`config.mk`:
```
export PLATFORM = sky130hd
export DESIGN_NAME = sio_cfg_port
export DESIGN_NICKNAME = d
export VERILOG_FILES = /design/src/rtl/sio_cfg_pkg.sv /design/src/rtl/sio_key_matcher.sv /design/src/rtl/sio_dev_bank.sv /design/src/rtl/sio_global_reg.sv /design/src/rtl/sio_cfg_port.sv
export SDC_FILE = /design/constraint.sdc
export NUM_CORES = 1
export LEC_CHECK = 0
export BUFFER_PORTS_ARGS = -buffer_cell sky130_fd_sc_hd__buf_4
export CORE_MARGIN = 2
export CORE_UTILIZATION = 50
export CTS_BUF_LIST = sky130_fd_sc_hd__clkbuf_4
export DETAILED_ROUTE_END_ITERATION = 8
export GPL_ROUTABILITY_DRIVEN = 0
export GPL_TIMING_DRIVEN = 0
export PLACE_DENSITY = 0.85
export RECOVER_POWER = 25
export SLEW_MARGIN = 30
export SYNTH_ARGS = -nofsm -noshare
export SYNTH_HDL_FRONTEND = slang
export SYNTH_SLANG_ARGS = --single-unit
```
`constraint.sdc`:
```
create_clock -name clk -period 5.2 [get_ports clk]
set_input_delay 1.04 -clock clk [delete_from_list [all_inputs] [get_ports clk]]
set_output_delay 1.04 -clock clk [all_outputs]
set_load 0.1 [all_outputs]
```
`src/rtl/sio_cfg_pkg.sv`:
```
package sio_cfg_pkg;
  typedef enum logic [1:0] {
    KEY_SHUT, KEY_SHUT_HALF, KEY_OPEN, KEY_OPEN_HALF
  } key_state_e;

  localparam logic [7:0] OPEN_BYTE0  = 8'h80;
  localparam logic [7:0] OPEN_BYTE1  = 8'h86;
  localparam logic [7:0] SHUT_BYTE0  = 8'h68;
  localparam logic [7:0] SHUT_BYTE1  = 8'h08;
  localparam logic [7:0] IDX_DEVSEL  = 8'h07;
  localparam logic [7:0] IDX_GLOBAL  = 8'h29;
  localparam logic [7:0] IDX_ACT     = 8'h30;
  localparam logic [7:0] IDX_BASE_HI = 8'h60;
  localparam logic [7:0] IDX_BASE_LO = 8'h61;
  localparam logic [1:0] PREDIV_RSVD = 2'b11;
endpackage

```
`src/rtl/sio_key_matcher.sv`:
```
module sio_key_matcher
  import sio_cfg_pkg::*;
(
  input  logic       clk,
  input  logic       rst_n,
  input  logic       key_wr,
  input  logic [7:0] key_byte,
  output logic       cfg_open
);
  key_state_e state_q, state_d;

  always_comb begin
    state_d = state_q;
    if (key_wr) begin
      unique case (state_q)
        KEY_SHUT:      state_d = (key_byte == OPEN_BYTE0) ? KEY_SHUT_HALF : KEY_SHUT;
        KEY_SHUT_HALF: state_d = (key_byte == OPEN_BYTE1) ? KEY_OPEN :
                                 (key_byte == OPEN_BYTE0) ? KEY_SHUT_HALF : KEY_SHUT;
        KEY_OPEN:      state_d = (key_byte == SHUT_BYTE0) ? KEY_OPEN_HALF : KEY_OPEN;
        KEY_OPEN_HALF: state_d = (key_byte == SHUT_BYTE1) ? KEY_SHUT :
                                 (key_byte == SHUT_BYTE0) ? KEY_OPEN_HALF : KEY_OPEN;
        default:       state_d = KEY_SHUT;
      endcase
    end
  end

  always_ff @(posedge clk or negedge rst_n) begin
    if (!rst_n) state_q <= KEY_SHUT;
    else        state_q <= state_d;
  end

  assign cfg_open = (state_q == KEY_OPEN) || (state_q == KEY_OPEN_HALF);
endmodule

```
`src/rtl/sio_dev_bank.sv`:
```
module sio_dev_bank
  import sio_cfg_pkg::*;
(
  input  logic        clk,
  input  logic        rst_n,
  input  logic        wr_en,
  input  logic [7:0]  idx,
  input  logic [7:0]  wdata,
  output logic        active,
  output logic [15:0] base,
  output logic [7:0]  rd_byte
);
  logic        act_q, act_d;
  logic [15:0] base_q, base_d;

  always_comb begin
    act_d  = act_q;
    base_d = base_q;
    if (wr_en) begin
      if (idx == IDX_ACT)     act_d        = wdata[0];
      if (idx == IDX_BASE_HI) base_d[15:8] = wdata;
      if (idx == IDX_BASE_LO) base_d[7:0]  = wdata;
    end
  end

  always_ff @(posedge clk or negedge rst_n) begin
    if (!rst_n) begin
      act_q  <= 1'b0;
      base_q <= '0;
    end else begin
      act_q  <= act_d;
      base_q <= base_d;
    end
  end

  always_comb begin
    unique case (idx)
      IDX_ACT:     rd_byte = {7'd0, act_q};
      IDX_BASE_HI: rd_byte = base_q[15:8];
      IDX_BASE_LO: rd_byte = base_q[7:0];
      default:     rd_byte = 8'h00;
    endcase
  end

  assign active = act_q;
  assign base   = base_q;
endmodule

```
`src/rtl/sio_global_reg.sv`:
```
module sio_global_reg
  import sio_cfg_pkg::*;
(
  input  logic       clk,
  input  logic       rst_n,
  input  logic       wr_en,
  input  logic [1:0] wr_code,
  input  logic       wr_irq,
  output logic [1:0] prediv,
  output logic       irq_en,
  output logic [7:0] rd_byte
);
  logic [1:0] code_q, code_d;
  logic       irq_q, irq_d;

  always_comb begin
    code_d = code_q;
    irq_d  = irq_q;
    if (wr_en) begin
      irq_d = wr_irq;
      if (wr_code != PREDIV_RSVD) code_d = wr_code;
    end
  end

  always_ff @(posedge clk or negedge rst_n) begin
    if (!rst_n) begin
      code_q <= 2'b00;
      irq_q  <= 1'b0;
    end else begin
      code_q <= code_d;
      irq_q  <= irq_d;
    end
  end

  assign prediv  = code_q;
  assign irq_en  = irq_q;
  assign rd_byte = {4'd0, code_q, 1'b0, irq_q};
endmodule

```
`src/rtl/sio_cfg_port.sv`:
```
module sio_cfg_port
  import sio_cfg_pkg::*;
#(
  parameter int                ADDR_W    = 16,
  parameter logic [ADDR_W-1:0] BASE_ADDR = 16'h004E,
  parameter int                NUM_DEV   = 8
) (
  input  logic                  clk,
  input  logic                  rst_n,
  input  logic [ADDR_W-1:0]     io_addr,
  input  logic                  io_wr,
  input  logic                  io_rd,
  input  logic [7:0]            io_wdata,
  output logic [7:0]            io_rdata,
  output logic [NUM_DEV-1:0]    dev_active,
  output logic [NUM_DEV*16-1:0] dev_base,
  output logic [1:0]            uart_prediv,
  output logic                  irq_en
);
  localparam logic [ADDR_W-1:0] DATA_ADDR = BASE_ADDR + 1'b1;
  localparam logic [7:0]        DEV_LIMIT = 8'(NUM_DEV);

  logic [1:0] rst_pipe_q;
  logic       rst_sync_n;
  logic       cfg_open;
  logic       idx_hit, dat_hit, dat_wr, dev_ok;
  logic [7:0] idx_q, idx_d, devsel_q, devsel_d;
  logic [7:0] glob_rd, dev_rd, data_val;
  logic [7:0] bank_rd [NUM_DEV];

  always_ff @(posedge clk or negedge rst_n) begin
    if (!rst_n) rst_pipe_q <= 2'b00;
    else        rst_pipe_q <= {rst_pipe_q[0], 1'b1};
  end
  assign rst_sync_n = rst_pipe_q[1];

  assign idx_hit = (io_addr == BASE_ADDR);
  assign dat_hit = (io_addr == DATA_ADDR);
  assign dat_wr  = io_wr && dat_hit && cfg_open;
  assign dev_ok  = (devsel_q < DEV_LIMIT);

  sio_key_matcher u_key (
    .clk      (clk),
    .rst_n    (rst_sync_n),
    .key_wr   (io_wr && idx_hit),
    .key_byte (io_wdata),
    .cfg_open (cfg_open)
  );

  always_comb begin
    idx_d    = idx_q;
    devsel_d = devsel_q;
    if (io_wr && idx_hit && cfg_open)      idx_d    = io_wdata;
    if (dat_wr && (idx_q == IDX_DEVSEL))   devsel_d = io_wdata;
  end

  always_ff @(posedge clk or negedge rst_sync_n) begin
    if (!rst_sync_n) begin
      idx_q    <= 8'h00;
      devsel_q <= 8'h00;
    end else begin
      idx_q    <= idx_d;
      devsel_q <= devsel_d;
    end
  end

  for (genvar i = 0; i < NUM_DEV; i++) begin : g_bank
    sio_dev_bank u_bank (
      .clk     (clk),
      .rst_n   (rst_sync_n),
      .wr_en   (dat_wr && dev_ok && (devsel_q == 8'(i))),
      .idx     (idx_q),
      .wdata   (io_wdata),
      .active  (dev_active[i]),
      .base    (dev_base[16*i +: 16]),
      .rd_byte (bank_rd[i])
    );
  end

  sio_global_reg u_glob (
    .clk     (clk),
    .rst_n   (rst_sync_n),
    .wr_en   (dat_wr && (idx_q == IDX_GLOBAL)),
    .wr_code (io_wdata[3:2]),
    .wr_irq  (io_wdata[0]),
    .prediv  (uart_prediv),
    .irq_en  (irq_en),
    .rd_byte (glob_rd)
  );

  always_comb begin
    dev_rd = 8'h00;
    for (int i = 0; i < NUM_DEV; i++)
      if (devsel_q == 8'(i)) dev_rd = bank_rd[i];
  end

  always_comb begin
    unique case (idx_q)
      IDX_DEVSEL:                        data_val = devsel_q;
      IDX_GLOBAL:                        data_val = glob_rd;
      IDX_ACT, IDX_BASE_HI, IDX_BASE_LO: data_val = dev_ok ? dev_rd : 8'h00;
      default:                           data_val = 8'h00;
    endcase
  end

  always_comb begin
    io_rdata = 8'h00;
    if (io_rd && idx_hit)      io_rdata = cfg_open ? idx_q    : 8'hFF;
    else if (io_rd && dat_hit) io_rdata = cfg_open ? data_val : 8'hFF;
  end
endmodule


```
# Word level (Yosys, flattened, before mapping)
# Index checks and enable logic that the tools add are counted.
[word_totals]
out_inout_bits = 147
inputBits = 28
wordCells = 126
register_bits = 159
[op_classes]
reduce_logical = 46
magnitude_cmp = 1
muxes = 27
n_eq_ne = 22
[op_table]
columns = ["cell", "n"]
rows = [
  ["case mux 8 bit (3 select lines)", 9],
  ["two-way mux 8 bit", 13],
  ["AND reduction 2 bit", 25],
  ["equality test 8 x 3 -> 1 bit (second input constant)", 5],
  ["equality test 16 x 7 -> 1 bit (second input constant)", 2],
  ["equality test 8 x 7 -> 1 bit (second input constant)", 3],
  ["logical AND 1 bit", 17],
  ["equality test 8 x 2 -> 1 bit (second input constant)", 2],
  ["equality test 8 x 6 -> 1 bit (second input constant)", 2],
  ["equality test 8 bit (second input constant)", 2],
  ["equality test 8 x 1 -> 1 bit (second input constant)", 1],
  ["equality test 8 x 4 -> 1 bit (second input constant)", 1],
  ["zero test 8 bit", 1],
  ["less-than comparator 8 x 4 -> 1 bit (second input constant)", 1],
  ["case mux 2 bit (4 select lines)", 1],
  ["equality test 2 bit (second input constant)", 2],
  ["two-way mux 2 bit", 2],
  ["OR reduction 3 bit", 1],
  ["equality test 2 x 1 -> 1 bit (second input constant)", 1],
  ["zero test 2 bit", 1],
  ["two-way mux 1 bit", 2],
  ["inequality test 2 bit (second input constant)", 1],
  ["logical OR 1 bit", 1],
]

# Longest topological paths before layout
# Gate-level depths: netlist of the first run.
[logic_depth]
ltp_word = 15
ltp_mapped = 9
ltp_nobuf = 6

# Hierarchy
# From an unflattened synthesis of the first run, not the netlist that was laid out.
[hier_totals]
cells_unflattened = 689
hier_area_um2 = 8710.9
[modules_own_cells]
columns = ["mod", "area_each_um2", "seq_area_each_um2", "n_inst", "cells_per_inst"]
rows = [
  ["sio_dev_bank", 807.0, 425.4, 8, 54],
  ["sio_cfg_port", 1923.1, 450.4, 1, 221],
  ["sio_global_reg", 180.2, 75.1, 1, 18],
  ["sio_key_matcher", 151.4, 50.0, 1, 18],
]

# Worst setup path before layout of the first run
# OpenSTA, ideal clock, no wires.
[synth_path]
path_type = "register -> output"
start = "register devsel_q[5]"
end = "output port io_rdata[2]"
t_arrival_ns = 4.235
required_time_ns = 4.160
path_stages_with_launch = 8
n_path_buf = 1
slack_ns = -0.075
cell_sequence = "dfrtp_1 -> or4_4 -> buf_2 -> nor3_1 -> nand2_1 -> o2bb2ai_1 -> a41oi_1 -> o31ai_1"
[synth_between]
elab_chain_cells = 14
elab_cells_between_ends = 22
classes_between = "order compare: 1; eq/ne: 7; mux: 13; reduce/logical: 1"
[synth_lines]
columns = ["element", "line", "source"]
rows = [
  ["start, declared", "sio_cfg_port.sv:27", "logic [7:0] idx_q, idx_d, devsel_q, devsel_d;"],
  ["start signal, assigned", "sio_cfg_port.sv:63", "devsel_q <= devsel_d;"],
  ["zero test 8 bit", "sio_cfg_port.sv:94", "if (devsel_q == 8'(i)) dev_rd = bank_rd[i];"],
  ["two-way mux 8 bit (8 in series)", "sio_cfg_port.sv:94", ""],
  ["two-way mux 8 bit *", "sio_cfg_port.sv:101", "IDX_ACT, IDX_BASE_HI, IDX_BASE_LO: data_val = dev_ok ? dev_rd : 8'h00;"],
  ["case mux 8 bit (3 select lines) *", "sio_cfg_port.sv:98", "unique case (idx_q)"],
  ["two-way mux 8 bit * (2 in series)", "sio_cfg_port.sv:109", "else if (io_rd && dat_hit) io_rdata = cfg_open ? data_val : 8'hFF;"],
  ["two-way mux 8 bit *", "sio_cfg_port.sv:108", "if (io_rd && idx_hit) io_rdata = cfg_open ? idx_q : 8'hFF;"],
  ["end, declared", "sio_cfg_port.sv:14", "output logic [7:0] io_rdata,"],
]
# Mark *: on every way between the ends. The rest lies on a longest branch, timed or not.

# Worst setup path in the final report of the first run
[layout_path]
start = "register idx_q[1]"
end = "output port io_rdata[1]"
[layout_between]
elab_chain_cells = 15
elab_cells_between_ends = 28
classes_between = "eq/ne: 5; mux: 22; reduce/logical: 1"
[layout_lines]
columns = ["element", "line", "source"]
rows = [
  ["start, declared", "sio_cfg_port.sv:27", ""],
  ["start signal, assigned", "sio_cfg_port.sv:62", "idx_q <= idx_d;"],
  ["equality test 8 x 7 -> 1 bit / equality test 8 x 6 -> 1 bit (equally long branches)", "sio_dev_bank.sv:37, sio_cfg_port.sv:98", ""],
  ["case mux 8 bit (3 select lines)", "sio_dev_bank.sv:37", "unique case (idx)"],
  ["two-way mux 8 bit (8 in series)", "sio_cfg_port.sv:94", ""],
  ["two-way mux 8 bit", "sio_cfg_port.sv:101", ""],
  ["case mux 8 bit (3 select lines)", "sio_cfg_port.sv:98", ""],
  ["two-way mux 8 bit (2 in series)", "sio_cfg_port.sv:109", ""],
  ["two-way mux 8 bit *", "sio_cfg_port.sv:108", ""],
]
# Marked as above.

==> flow_summary.json, run 1 <==
{
  "antenna_found_initial": 0,
  "drv_cap": 1,
  "synth_compound_area_frac": 0.09242,
  "start_util": 0.5065,
  "ys_types": 63,
  "leakagePower_nw": 5.143,
  "die-area_um2": 17730,
  "wire_per_inst_um": 23.30,
  "critPathTopFamily": "simple AND/OR/NAND/NOR gates",
  "clock-root-buffer": "clkbuf_4",
  "clkPwrFrac": 0.382,
  "ant_nets": 0,
  "intPower_mw": 1.600,
  "stdcell_area_um2": 10270,
  "path_depth": 7,
  "placed_cells": 1109,
  "setup_viol": 0,
  "p_seq_frac": 0.582,
  "layoutNonFillerInstCount": 1140,
  "synthToLayoutAreaGrowth_pct": 23.20,
  "placed_cell_area_um2": 10040,
  "synth-simple-area-share": 0.1226,
  "failed_checks": "capacitance limit, slew limit",
  "drc_errors": 0,
  "slew_viol_final": 48,
  "die_h_um": 133.1,
  "path_buf_inv": 1,
  "clkLatencyLatePin_ns": 0.61,
  "post-route-min-period_ns": 5.070,
  "synth.avg_cell_area_um2": 11.70,
  "switchingPower_mw": 0.5278,
  "grt-ovfl-total": 0,
  "crit_required_ns": 4.16,
  "synth_xor_area_frac": 0,
  "fill_cells": 1331,
  "cts_tree": "built",
  "hold_viol_final": 0,
  "fin_skew_ns": 0.03137,
  "muxShareOfSynthArea": 0.2708,
  "period_share": 0.9750,
  "die_w_um": 133.1,
  "max_freq_mhz": 197.2,
  "synth_cells": 713,
  "worst_pin_slew_ns": 2.490,
  "ys_ff_latch": 159,
  "cts.sinks": 159,
  "grt_usage": 0.3002,
  "seq_area_frac_synth": 0.4771,
  "fin_nets": 935,
  "drtPass1Iterations": 5,
  "synthesis.area_um2": 8339,
  "viasPerCell": 6.265,
  "p_per_area_nw_per_um2": 207.1,
  "async_reset_ff_frac": 1.000,
  "rows": 47,
  "synth_edf_count": 0,
  "share_comb_of_total_power": 0.035,
  "grt_max_degree": 53,
  "clock_path_buffers": 2,
  "crit_path_max_incr_delay_ns": 0.68,
  "vdd.ir_drop.worst_uv": 128.5,
  "max_slew_margin": -0.6602,
  "grt_pass1_vias": 7166,
  "io_buffers": 173,
  "drt_iter0_drc": 690,
  "grt_pass1_wl_um": 40360,
  "critical_path.cell_chain": "nor4b_1 -> o211ai_1 -> or2_2 -> nor4b_1 -> o21ai_0 -> a211oi_2 -> buf_4",
  "drive_gt1_frac": 0.4533,
  "synth_top_family_by_area": "multiplexers",
  "htree_levels": 4,
  "pin_count": 175,
  "busiest_layer": "met2",
  "worst_ep_arrival_time_ns": 4.03,
  "startpoint": "idx_q[1]",
  "hp-class": "input port to async pin",
  "grt_use_met2": 0.4922,
  "finalSetupTns_ns": 0,
  "vias": 7142,
  "crit_fanout": 9,
  "path_clk_slew_ns": 0.14,
  "rsz0062_at_grt": "false",
  "timing.final.ws_setup_ns": 0.1299,
  "synthFlopType": "dfrtp_1",
  "cts_made_buffers": 17,
  "end_kind": "output port",
  "r2r_cells": 2,
  "synth_fa_ha_area_frac": 0,
  "n_antenna_cell": 0,
  "core_area_um2": 16470,
  "worstSetupPathType": "flip-flop to output port",
  "syn_nets": 741,
  "status": "complete, but fails checks",
  "swShare": 0.2480,
  "pre_cts_ws_ns": 0.7080,
  "wl_um": 26560,
  "grtUsageMet3": 0.06697,
  "slowest_stage": "nor4b_1",
  "hpwlAfterDp_um": 19780,
  "cts_setup_buffers": 0,
  "crit_top_cell": "nor4b_1",
  "fin_worst_hold_slack_ns": 0.1821,
  "yosys_warnings": 0,
  "utilization": 0.6239,
  "power_mw": 2.128,
  "cts_hold_buf": 0,
  "rr_startpoint": "rst_pipe_q[1]",
  "start_kind": "flip-flop",
  "gr-usage-met1": 0.3796
}
## power groups by stage
stage	combinational, mW	clock [mW]	sequential (mW)
after CTS	0.0827	0.808	1.24
after global placement	0.0507	0	1.28
final	0.0753	0.814	1.24
after detailed placement	0.0827	0	1.26
after floorplan	0.0183	0	1.28
after global routing	0.0831	0.861	1.24
## logic make-up after synthesis
family,count (synthesis)
other,1
AND/OR/NAND/NOR,162
AO/OA/AOI/OAI,120
multiplexers,202
flip-flops,159
buffers and inverters,69
## cells in the final DEF (no fill, tap or decap), types with 6 or more instances in the layout
master    netlist  final
clkbuf_4        0     19
mux2i_1        31     31
nand2_1        34     34
mux2_2        169    169
a21oi_1        24     24
nor4bb_1        7      6
nand4_1         9      9
dfrtp_1       159    159
inv_1          10     10
nor4b_1         9      9
and2_1          8      8
nor3_1         12     11
o21ai_0        41     41
buf_4           8    180
nand3_1        19     19
nor2_1         16     16
clkbuf_1       40     41
buf_2           7      7
nand3b_1        6      6
## repair_timing
action                                  in CTS  in global routing
endpoints found under the hold margin        0                  0
endpoints found under the setup margin       0                  5
gates resized for setup                      0                  4
## layer usage
metal / vias to the layer above / share of wire / routed length [um]
met3: 98 / 0.10 / 2672
met5: - / 0 / 0
met1: 3517 / 0.38 / 10100
li1: 3038 / - / -
met2: 489 / 0.47 / 12580
met4: 0 / 0.046 / 1209
## registers in the layout (all words and copies together), names as in the netlist
name,count
rst_pipe_q,2
g_bank.u_bank.active,8
u_key.state_q,2
g_bank.u_bank.base,128
u_glob.prediv,2
u_glob.irq_en,1
idx_q,8
devsel_q,8
## final timing paths
path / end / slack (ns)
max reg2reg: g_bank[0].u_bank.active / 1.32
min in group clk: rst_pipe_q[1] / 0.37
min: rst_pipe_q[0] / 0.18
max in group asynchronous: g_bank[0].u_bank.active / 1.32
min reg2reg: g_bank[2].u_bank.base[12] / 0.20
max: io_rdata[1] / 0.13
## layout make-up
class,count,area [um^2],area share
Timing Repair Buffer,176,1309,0.1274
Clock inverter,13,162.7,0.01583
Buffer,58,265.3,0.02582
Multi-Input combinational cell,485,4103,0.3993
Tap cell,220,275.3,0.02679
Clock buffer,19,142.6,0.01388
Sequential cell,159,3979,0.3873
Inverter,10,37.54,0.003654
## worst reg2reg max path: cells and delay by family (launching register included)
kind | cells | cell delay [ns]
buffers and inverters | 2 | 3.06
DFF | 1 | 0.66
## Yosys cell counts (3+ instances only)
library cell,number,area (um^2)
mux2_2,169,1903
dfrtp_1,159,3979
o21ai_0,41,205.2
clkbuf_1,40,150.1
nand2_1,34,127.6
mux2i_1,31,310.3
a21oi_1,24,120.1
nand3_1,19,95.09
nor2_1,16,60.06
nor3_1,12,60.06
inv_1,10,37.54
nand4_1,9,56.30
nor4b_1,9,78.83
and2_1,8,50.05
buf_4,8,60.06
buf_2,7,35.03
nor4bb_1,7,70.07
a211oi_1,6,45.04
nand3b_1,6,45.04
a21o_1,5,37.54
nor4_1,5,31.28
o211ai_1,5,37.54
o31ai_1,5,37.54
a22oi_1,4,30.03
nand2b_1,4,25.02
nor3b_1,4,30.03
o2111ai_1,4,35.03
o2bb2ai_1,4,35.03
a221o_1,3,30.03
a22o_1,3,26.28
and4b_1,3,30.03
buf_1,3,11.26
or2_2,3,18.77
Power figures use the tool's default switching activity.
==> run 2, diff against run 1 <==
==> constraint.sdc (replaced) <==
create_clock -name clk -period 6.5 [get_ports clk]
set_input_delay 1.3 -clock clk [delete_from_list [all_inputs] [get_ports clk]]
set_output_delay 1.3 -clock clk [all_outputs]
set_load 0.1 [all_outputs]
==> run 2 against run 1 <==
  * The flow still finishes with violations (capacitance limit, slew limit)
  * Worst hold slack better by 0.17 ns
  * Cell area about the same
  * Combinational power down 22%
  * Critical endpoint is now io_rdata[2]
  * Largest cell class unchanged
  * Highest routed layer unchanged
==> flow_summary.json, run 2 (same netlist as run 1, synthesis figures left out) <==
{
  "status": "complete, but fails checks",
  "clock_path_buffers": 2,
  "cts_tree": "built",
  "finalSetupTns_ns": 0,
  "post-route-min-period_ns": 5.690,
  "wl_um": 26930,
  "rr_startpoint": "rst_pipe_q[1]",
  "hold_viol_final": 0,
  "drc_errors": 0,
  "rsz0062_at_grt": "false",
  "cts_made_buffers": 17,
  "r2r_cells": 2,
  "vias": 7182,
  "cts_resized": 0,
  "wire_per_inst_um": 23.58,
  "drtPass1Iterations": 7,
  "layout_commonest_cell": "buf_4",
  "cts.sinks": 159,
  "synthToLayoutAreaGrowth_pct": 23.30,
  "failed_checks": "capacitance limit, slew limit",
  "ant_nets": 0,
  "drive_gt1_frac": 0.4452,
  "timing.final.ws_setup_ns": 0.8103,
  "grt_max_degree": 48,
  "reg2reg_setup_slack_ns": 1.45,
  "hp-class": "flip-flop to async pin",
  "setup_viol": 0,
  "pin_count": 175,
  "crit_required_ns": 5.20,
  "cts_setup_buffers": 0,
  "grt_usage": 0.3073,
  "vdd.ir_drop.worst_uv": 105.1,
  "die-area_um2": 17730,
  "hpwlAfterDp_um": 20100,
  "worstSetupPathType": "flip-flop to output port",
  "slew_viol_final": 143,
  "core_area_um2": 16470,
  "grt-ovfl-total": 0,
  "fin_nets": 936,
  "grt_pass1_vias": 7272,
  "start_util": 0.5065,
  "htree_levels": 4,
  "crit_fanout": 10,
  "drv_cap": 3,
  "end_kind": "output port",
  "leakagePower_nw": 5.150,
  "die_h_um": 133.1,
  "clock-root-buffer": "clkbuf_4",
  "reg2reg_to": "g_bank[0].u_bank.base[12]",
  "rows": 47,
  "die_w_um": 133.1,
  "path_clk_slew_ns": 0.14,
  "p_per_area_nw_per_um2": 169.0,
  "clkLatencyLatePin_ns": 0.62,
  "pre_cts_ws_ns": 1.685,
  "worst_ep_arrival_time_ns": 4.39,
  "fin_skew_ns": 0.03224,
  "drt_iter0_drc": 736,
  "viasPerCell": 6.289,
  "period_share": 0.8753,
  "max_freq_mhz": 175.8,
  "final_cell_mix": "buf_4, mux2_2, dfrtp_1, clkbuf_1, o21ai_0",
  "utilization": 0.6245,
  "cts_hold_buf": 0,
  "max_slew_margin": -0.7147,
  "grt_pass1_wl_um": 41070,
  "start_kind": "flip-flop",
  "largest_reg_flops": 128,
  "antenna_found_initial": 1,
  "io_buffers": 173,
  "worst_pin_slew_ns": 2.572
}
==> run 2: final cells by class <==
type / instances / area [um^2]
plain buffers: 59 / 267.8
fillers: 1334 / 6183
flip-flops and latches: 159 / 3979
clock inverters: 14 / 191.4
multi-input cells: 485 / 4088
repair buffers: 176 / 1306
diodes: 1 / 2.502
clock buffers: 18 / 135.1
inverters: 10 / 37.54
well taps: 220 / 275.3
==> run 2: stage by stage <==
stage	instance area, um^2	power (mW)	hold slack [ns]	instances
after floorplan	8339	1.037	0.3312	713
after global placement	9913	1.068	0.3357	1106
after detailed placement	10030	1.076	0.2414	1109
after CTS	10350	1.740	0.2508	1141
after global routing	10280	1.781	0.3927	1142
final	10280	1.737	0.3496	1142
==> run 2: worst max path at each step <==
stage / start / to / depth (start not counted)
global route: rst_pipe_q[1] / g_bank[0].u_bank.base[10] / 2
floorplan: io_addr[11] / io_rdata[0] / 5
detailed placement: idx_q[0] / io_rdata[2] / 9
global placement: rst_pipe_q[1] / g_bank[0].u_bank.base[2] / 0
finish: idx_q[0] / io_rdata[2] / 9
CTS: idx_q[0] / io_rdata[2] / 9
==> run 2: worst max-delay path, cell delays in order (launching register included) <==
cell and delay [ns]:
dfrtp_1 0.44, clkbuf_1 0.47, buf_2 0.33, buf_2 0.36
buf_1 0.66, mux2i_1 0.23, o2bb2ai_1 0.31, a41oi_1 0.24
o31ai_1 0.37, buf_4 0.36
==> run 2: where the power goes <==
part | switching [mW] | total (mW) | leakage, nW | internal, mW
logic | 0.0437 | 0.0588 | 2.79 | 0.0151
registers | 0.00247 | 0.992 | 2.19 | 0.990
clock network | 0.377 | 0.686 | 0.168 | 0.309
total | 0.423 | 1.74 | 5.15 | 1.31
==> run 2: routing by layer <==
layer  routed length (um)  track usage  up-vias
met1                10170       0.3887     3516
met3                 2710      0.08219      129
met2                12600       0.4847      485
met4                 1446       0.1673        0
met5                    0            0        -
li1                     -            -     3052
==> run 3, diff against run 2 <==
--- a/config.mk
+++ b/config.mk
@@ -6,15 +6,18 @@
 export NUM_CORES = 1
 export LEC_CHECK = 0
 export BUFFER_PORTS_ARGS = -buffer_cell sky130_fd_sc_hd__buf_4
+export CELL_PAD_IN_SITES_DETAIL_PLACEMENT = 0
+export CELL_PAD_IN_SITES_GLOBAL_PLACEMENT = 1
 export CORE_MARGIN = 2
-export CORE_UTILIZATION = 50
+export CORE_UTILIZATION = 49
 export CTS_BUF_LIST = sky130_fd_sc_hd__clkbuf_4
 export DETAILED_ROUTE_END_ITERATION = 8
 export GPL_ROUTABILITY_DRIVEN = 0
 export GPL_TIMING_DRIVEN = 0
-export PLACE_DENSITY = 0.85
+export PLACE_DENSITY = 0.95
 export RECOVER_POWER = 25
 export SLEW_MARGIN = 30
 export SYNTH_ARGS = -nofsm -noshare
 export SYNTH_HDL_FRONTEND = slang
+export SYNTH_HIERARCHICAL = 1
 export SYNTH_SLANG_ARGS = --single-unit
==> run 3 against run 2 <==
  * The flow still finishes with violations (capacitance limit, slew limit)
  * Non-clock buffer count fell by 18
  * Clock skew fell by 0.012 ns
  * Cell area rose by 4.3%
  * Combinational power barely moved
  * Synthesized cell count fell by 3.4%
  * Synthesized area rose by 4.5%
  * Sequential share of layout area fell by 1.5 points
  * Wire length fell by 5.3%
  * Clock power rose by 8.5%
  * Flip-flop and latch count did not move
  * First-iteration DRC count fell by 8.2%
  * Critical endpoint is now io_rdata[3]
==> flow_summary.json, run 3 <==
{
  "rsz0062_at_grt": "false",
  "grt_pass1_wl_um": 38380,
  "fill_cells": 1403,
  "largest_reg_flops": 128,
  "grt-ovfl-total": 0,
  "seq_area_frac_synth": 0.4568,
  "ys_types": 64,
  "failed_checks": "capacitance limit, slew limit",
  "layoutNonFillerInstCount": 1128,
  "multiInputGateArea_um2": 4447,
  "p_per_area_nw_per_um2": 167.7,
  "clkLatencyLatePin_ns": 0.58,
  "status": "complete, but fails checks",
  "synth_area_leaders": "dfrtp_1, mux2_2, a22o_1, nor4_4, a221o_1",
  "drive_gt1_frac": 0.5177,
  "drtPass1Iterations": 5,
  "drt_iter0_drc": 676,
  "slew_viol_final": 164,
  "die_w_um": 137.3,
  "leakagePower_nw": 5.303,
  "ys_ff_latch": 159,
  "wire_per_inst_um": 22.60,
  "cts.sinks": 159,
  "worstSetupPathType": "flip-flop to output port",
  "synth.top_cell.area_share": 0.4568,
  "max_freq_mhz": 192.3,
  "placed_cells": 1095,
  "setup_viol": 0,
  "worst_ep_arrival_time_ns": 3.90,
  "grt_usage": 0.2717,
  "rr_startpoint": "rst_pipe_q[1]",
  "stdcell_area_um2": 10720,
  "grt_max_degree": 48,
  "holdPathStages": 0,
  "placed_cell_area_um2": 10410,
  "synthesis.area_um2": 8711,
  "vdd.ir_drop.worst_uv": 123.5,
  "reg2reg_setup_slack_ns": 2.56,
  "hold_viol_final": 0,
  "cts_hold_buf": 0,
  "crit_fanout": 22,
  "grt_pass1_vias": 6620,
  "ant_nets": 0,
  "pin_count": 175,
  "layout_commonest_cell": "buf_4",
  "r2r_cells": 1,
  "yosys_warnings": 6,
  "fin_skew_ns": 0.02016,
  "vias": 6987,
  "cts_made_buffers": 17,
  "synth_edf_count": 0,
  "viasPerCell": 6.194,
  "die_h_um": 137.3,
  "synthToLayoutAreaGrowth_pct": 23.08,
  "regArea_um2": 3984,
  "finalSetupTns_ns": 0,
  "synth_common_cells": "dfrtp_1, mux2_2, a22o_1",
  "crit_required_ns": 5.20,
  "start_kind": "flip-flop",
  "rows": 48,
  "path_clk_slew_ns": 0.13,
  "synth_area_leader_cell": "dfrtp_1",
  "reg2reg_to": "u_glob/prediv[1]",
  "cts_resized": 0,
  "worst_pin_slew_ns": 2.549,
  "hpwlAfterDp_um": 17820,
  "end_kind": "output port",
  "async_reset_ff_frac": 1.000,
  "worstHoldStart": "rst_pipe_q[0]",
  "pre_cts_ws_ns": 1.742,
  "post-route-min-period_ns": 5.199,
  "timing.final.ws_setup_ns": 1.301,
  "startpoint": "idx_q[6]",
  "drv_cap": 4,
  "synthFlopType": "dfrtp_1",
  "whs_endpoint": "rst_pipe_q[1]",
  "clock-root-buffer": "clkbuf_4",
  "io_buffers": 173,
  "cts_setup_buffers": 0,
  "fin_worst_hold_slack_ns": 0.3713,
  "synth.avg_cell_area_um2": 12.64,
  "antenna_found_initial": 1,
  "die-area_um2": 18860,
  "drc_errors": 0,
  "fin_nets": 917,
  "start_util": 0.5019,
  "core_area_um2": 17360,
  "wl_um": 25490,
  "period_share": 0.7999,
  "synth_cells": 689,
  "cts_tree": "built",
  "max_slew_margin": -0.6990,
  "clock_path_buffers": 2,
  "htree_levels": 4,
  "hp-class": "flip-flop to flip-flop",
  "final_cell_mix": "buf_4, mux2_2, dfrtp_1, a22o_1, clkbuf_4"
}
## run 3: critical path, cell delays in order, from the launching register on
cell,delay [ns]
dfrtp_1,0.93
and4bb_4,0.39
and3_2,0.17
buf_2,0.18
a22o_1,0.19
or3b_2,0.46
o221ai_1,0.11
a211o_1,0.14
a32o_1,0.22
o2bb2ai_1,0.17
buf_4,0.34
## run 3: report_power, final
group | total [mW] | internal [mW] | switching (mW)
Sequential | 0.995 | 0.990 | 0.00544
Combinational | 0.0591 | 0.0161 | 0.0430
Clock | 0.744 | 0.382 | 0.363
Total | 1.80 | 1.39 | 0.411
## run 3: how the worst max path moves through the flow
stage / to / slack, ns / depth (start not counted)
global route: io_rdata[3] / 1.21 / 10
finish: io_rdata[3] / 1.30 / 10
detailed placement: io_rdata[5] / 1.74 / 8
global placement: u_key/state_q[1] / 0.07 / 0
floorplan: devsel_q[0] / 1.74 / 0
CTS: io_rdata[3] / 1.39 / 10
## run 3: kinds of logic (layout without fill, tap and decap cells)
kind of cell    count (synthesis)  after routing  share of synthesized area
flops                         159            159                     0.4568
buf+inv                        48            257                    0.03447
other cells                     2              7                  0.0008621
mux                           167            167                     0.2147
simple gates                  171            171                     0.1640
compound gates                142            142                     0.1291
## run 3: layout make-up
cell class | instances | area share
Timing Repair Buffer | 177 | 0.1248
Buffer | 40 | 0.02521
Inverter | 8 | 0.002801
Multi-Input combinational cell | 486 | 0.4148
Clock buffer | 17 | 0.01190
Antenna cell | 1 | 0.0002334
Clock inverter | 15 | 0.02252
Sequential cell | 159 | 0.3716
Tap cell | 225 | 0.02626
## run 3: layer usage
layer	GRT usage	vias to the layer above	share of wire
met5	0	-	0
li1	-	3088	-
met3	0.05004	40	0.072
met1	0.3831	3544	0.44
met2	0.4268	315	0.47
met4	0.08362	0	0.017
## run 3: through the flow
stage / utilization / power [mW]
final: 0.6177 / 1.798
after CTS: 0.6210 / 1.814
after global placement: 0.5938 / 1.071
after global routing: 0.6177 / 1.856
after detailed placement: 0.5998 / 1.078
after floorplan: - / 1.031
